**src/rtl/arb_mon_pkg.sv**
```systemverilog
// Package: shared types for the arbitration monitor.
// Assumes: dominant level is logic 0 on the bus.
package arb_mon_pkg;
    localparam int BIT_W = 1;

    typedef enum logic [1:0] {
        CMP_MATCH  = 2'd0,
        CMP_LOSS   = 2'd1,
        CMP_EXEMPT = 2'd2,
        CMP_ERROR  = 2'd3
    } cmp_res_e;
endpackage

```
**src/rtl/arb_bit_cmp.sv**
```systemverilog
// Module: classifies one sent/read bit pair by field context.
// Assumes: field flags are valid whenever the strobe is high.
module arb_bit_cmp
    import arb_mon_pkg::*;
(
    input  logic [BIT_W-1:0] tx_bit,
    input  logic [BIT_W-1:0] rx_bit,
    input  logic             arb_field,
    input  logic             ack_slot,
    input  logic             passive_flag,
    output cmp_res_e         result
);
    logic mismatch;
    logic overridden;

    assign mismatch   = |(tx_bit ^ rx_bit);
    assign overridden = |(tx_bit & ~rx_bit);

    // Decide whether a mismatch is a lost contest, an excused case or an error.
    always_comb begin
        if (!mismatch)
            result = CMP_MATCH;
        else if (overridden && arb_field)
            result = CMP_LOSS;
        else if (overridden && (ack_slot || passive_flag))
            result = CMP_EXEMPT;
        else
            result = CMP_ERROR;
    end
endmodule

```
**src/rtl/arb_tx_state.sv**
```systemverilog
// Module: holds transmit permission and the sticky lost flag.
// Assumes: an accepted frame start outranks a loss in the same cycle.
module arb_tx_state (
    input  logic clk,
    input  logic rst_n,
    input  logic frame_start,
    input  logic bus_idle,
    input  logic tx_request,
    input  logic loss_evt,
    output logic tx_enable,
    output logic lost_arb
);
    logic start_ok;
    assign start_ok = frame_start & bus_idle;

    // Grant on an idle-bus frame start; withdraw on a lost contest.
    always_ff @(posedge clk) begin
        if (!rst_n) begin
            tx_enable <= 1'b0;
            lost_arb  <= 1'b0;
        end else if (start_ok) begin
            tx_enable <= tx_request;
            lost_arb  <= 1'b0;
        end else if (loss_evt) begin
            tx_enable <= 1'b0;
            lost_arb  <= 1'b1;
        end
    end
endmodule

```
**src/rtl/arb_err_pulse.sv**
```systemverilog
// Module: registers the bit-error event into a one-cycle pulse.
// Assumes: the event is already qualified by strobe and permission.
module arb_err_pulse (
    input  logic clk,
    input  logic rst_n,
    input  logic err_evt,
    output logic bit_err
);
    // Register the event so the pulse lasts exactly one cycle.
    always_ff @(posedge clk) begin
        if (!rst_n) bit_err <= 1'b0;
        else        bit_err <= err_evt;
    end
endmodule

```
**src/rtl/arb_monitor.sv**
```systemverilog
// Module: top of the transmit-side arbitration and bit monitor.
// Assumes: inputs are synchronous to clk; sample_en marks the sample point.
module arb_monitor
    import arb_mon_pkg::*;
(
    input  logic clk,
    input  logic rst_n,
    input  logic frame_start,
    input  logic bus_idle,
    input  logic tx_request,
    input  logic sample_en,
    input  logic tx_bit,
    input  logic rx_bit,
    input  logic arb_field,
    input  logic ack_slot,
    input  logic passive_flag,
    output logic lost_arb,
    output logic bit_err,
    output logic tx_enable
);
    cmp_res_e cmp_res;
    logic     hit;
    logic     loss_evt;
    logic     err_evt;

    arb_bit_cmp u_cmp (
        .tx_bit      (tx_bit),
        .rx_bit      (rx_bit),
        .arb_field   (arb_field),
        .ack_slot    (ack_slot),
        .passive_flag(passive_flag),
        .result      (cmp_res)
    );

    // Only strobed bits of an active transmitter are judged.
    assign hit      = sample_en & tx_enable;
    assign loss_evt = hit & (cmp_res == CMP_LOSS);
    assign err_evt  = hit & (cmp_res == CMP_ERROR);

    arb_tx_state u_state (
        .clk        (clk),
        .rst_n      (rst_n),
        .frame_start(frame_start),
        .bus_idle   (bus_idle),
        .tx_request (tx_request),
        .loss_evt   (loss_evt),
        .tx_enable  (tx_enable),
        .lost_arb   (lost_arb)
    );

    arb_err_pulse u_err (
        .clk    (clk),
        .rst_n  (rst_n),
        .err_evt(err_evt),
        .bit_err(bit_err)
    );
endmodule

```
**config.mk**
```make
export PLATFORM = sky130hd
export DESIGN_NAME = arb_monitor
export DESIGN_NICKNAME = d
export VERILOG_FILES = /design/src/rtl/arb_mon_pkg.sv /design/src/rtl/arb_bit_cmp.sv /design/src/rtl/arb_tx_state.sv /design/src/rtl/arb_err_pulse.sv /design/src/rtl/arb_monitor.sv
export SDC_FILE = /design/constraint.sdc
export NUM_CORES = 1
export LEC_CHECK = 0
export ABC_AREA = 1
export BUFFER_PORTS_ARGS = -buffer_cell sky130_fd_sc_hd__buf_2
export CORE_AREA = 2 2 39 41
export DETAILED_ROUTE_END_ITERATION = 10
export DIE_AREA = 0 0 41 43
export HOLD_SLACK_MARGIN = 0.08
export RECOVER_POWER = 25
export SETUP_SLACK_MARGIN = 0.2
export SYNTH_ARGS = -nofsm -noshare
export SYNTH_HDL_FRONTEND = slang
export SYNTH_HIERARCHICAL = 1
export SYNTH_SLANG_ARGS = --single-unit
```
**constraint.sdc**
```tcl
create_clock -name clk -period 1.2 [get_ports clk]
set_input_delay 0.06 -clock clk [delete_from_list [all_inputs] [get_ports clk]]
set_output_delay 0.06 -clock clk [all_outputs]
set_load 0.01 [all_outputs]
```
==> results.toml <==
[placed_design]
dp_cells = 59
post-dp-hpwl_um = 323
port_buffers = 13
finalWeightedCongestion = 0.554

[worst_setup_path]
critPathArrivalTime_ns = 1.02
end_kind = "register"
worstPathCellList = "nand2_1 -> nor2_2 -> nor2_4 -> nor2_2 -> nor2_2"
path_buf_inv = 0
cp-startpoint = "u_state/tx_enable$_SDFFE_PN0P_"
crit_type = "register to register"
crit_slowest_cell = "dfxtp_1"
crit_family = "simple AND/OR/NAND/NOR gates"
cp_common_cell = "nor2_2"
r2r_start = "u_state/tx_enable$_SDFFE_PN0P_"
max_stage_delay_ns = 0.34
startpoint_type = "register"
critPathMaxFanout = 3
worstPathRequired_ns = 1.33

[cts]
cts_max_path_buffers = 2
cts_tree = "done"
cts_sinks = 3
clkSlewWorstSetupHoldPaths_ns = 0.04
cts_repair_resize_count = 0
numCtsBuffers = 3
ctsHtreeMaxLevel = 1
cts_setup_buffers = 0
clock_latency_ns = 0.23
root_buffer = "clkbuf_4"

[route]
viasPerCell = 3.48
postRouteAntennaNets = 0
drtPass1Iterations = 2
via_count = 223
wl_per_cell_um = 6.28
dr.first_iter.drc_count = 1
drc = 0
wl_um = 402

[floorplanning]
die_area_um2 = 1760
die_x_um = 41
core_area_um2 = 1380
start_util_pct = 13.7
pin_count = 14
die_h_um = 43
rows = 14

[global_routing]
track_usage_pct = 6.12
antenna_found_initial = 0
grt_pass1_vias = 201
grt_pass1_wl_um = 662
grt-ovfl-total = 0
grt_max_degree = 4

[timing]
finalSetupViolations = 0
fin_worst_skew_ns = 0.00259
min_period_ns = 0.895
setup_tns_ns = 0
hold_viol_final = 0
worst_hold_slack_ns = 0.104
fmax_mhz = 1120
worst_slew_pin_slew_ns = 0.178
rsz0062_at_grt = "false"
report.final.slew_viol_count = 0
fin_crit_sh_pct = 74.6
slew_headroom_pct = 88.1

[power]
combPwrFrac_pct = 17.3
power_density_nw_per_um2 = 1110
seqPwrFrac_pct = 30.5
p_int_mw = 0.258
p_sw_mw = 0.0869
pwr-share-clk_pct = 52.2
power.leakage_nw = 0.176
irDropWorstVdd_v = 0.000479
p_sw_share_pct = 25.2

[synth]
yosysSeqAreaShare_pct = 31.8
syn_avg_cell_area_um2 = 6.30
synth_seq_cells = 3
synth.cell_area_um2 = 189
synth.distinct_cells = 11
ys_warn_count = 6
syn_nets = 42
synthCells = 30

[layout]
multi_input_area_um2 = 105
instances_no_fill = 64
syn_to_final_growth_pct = 64.9
ff_latch_area_um2 = 60.1
n_fill_cell = 167
n_antenna_cell = 0
drive_above_1_share_pct = 43.8
num-nets-final = 61

[run_status]
status = "complete, no violations"

[min_path]
hold_class = "primary input to register"
hp-start = "bus_idle"

[job]
maxCapViolCount = 0
==> cells in the mapped netlist <==
cell / n / share of area (%)
inv_2: 1 / 2.0
nor2_2: 3 / 9.9
ha_1: 1 / 6.6
inv_1: 6 / 12
nand2_1: 7 / 14
nand3_1: 1 / 2.6
nor2_4: 1 / 6.0
nor2_1: 5 / 9.9
a21oi_1: 1 / 2.6
o21ai_0: 1 / 2.6
dfxtp_1: 3 / 32
==> kinds of logic (layout without fill, tap and decap cells) <==
kind of cell	count (synthesis)	after routing	synth area share, %
simple gates	17	17	42.4
buf+inv	7	25	13.9
fa+ha+maj	1	1	6.62
flops	3	3	31.8
compound gates	2	2	5.29
==> stage by stage <==
step           instance area, µm²  total power, mW  setup WS, ns  util (%)
3_3_place_gp                  277            0.163        0.0943      20.0
6_report                      312            0.345         0.305      22.5
2_1_floorplan                 191            0.140         0.237         -
5_1_grt                       312            0.378         0.213      22.5
3_5_place_dp                  277            0.165        0.0764      20.0
4_1_cts                       313            0.357         0.293      22.6
==> timing repair <==
action | CTS | global route
hold buffers | 1 | 0
setup endpoints to repair | 0 | 0
hold endpoints to repair | 2 | 0
==> layout by cell type (no fill, tap or decap), drive strengths merged <==
cell type / netlist / final
nand3: 1 / 1
nor2: 9 / 9
dlygate4sd3: 0 / 1
clkbuf: 0 / 5
ha: 1 / 1
inv: 7 / 7
dfxtp: 3 / 3
a21oi: 1 / 1
nand2: 7 / 7
o21ai: 1 / 1
buf: 0 / 12
==> registers in the layout, indices dropped and copies added (netlist names) <==
register	cells
u_state/tx_enable	1
u_state/lost_arb	1
u_err/bit_err	1
==> power groups by stage <==
stage / Sequential (mW) / Combinational, mW / Clock (mW)
6_report: 0.105 / 0.0596 / 0.180
5_1_grt: 0.106 / 0.0684 / 0.204
4_1_cts: 0.105 / 0.0605 / 0.191
3_5_place_dp: 0.107 / 0.0578 / 0
3_3_place_gp: 0.107 / 0.0565 / 0
2_1_floorplan: 0.108 / 0.0317 / 0
==> per-layer routing <==
layer	vias to the layer above	part of all wire [%]	track usage [%]
met5	-	0	0
met4	0	0	8.00
met3	0	15	3.14
met2	11	46	7.81
met1	89	40	5.79
li1	123	-	-
==> final cells by class <==
class	count	share of cell area [%]
inverters	7	8.43
well taps	16	6.43
flip-flops and latches	3	19.3
clock buffers	4	8.43
repair buffers	14	23.7
multi-input cells	20	33.7
==> tightest hold or removal path, cell delays in order <==
cell and delay [ns]:
buf_2 0.08, nand2_1 0.05, inv_2 0.06, nor2_1 0.04
==> path summary, 6_finish.rpt <==
check	end	slack, ns	depth (start not counted)
max	u_state/tx_enable$_SDFFE_PN0P_	0.31	5
min	u_state/lost_arb$_SDFFE_PP0P_	0.10	4
max reg2reg	u_state/tx_enable$_SDFFE_PN0P_	0.31	5
min reg2reg	u_state/lost_arb$_SDFFE_PP0P_	0.51	2
Power figures use the tool's default switching activity.
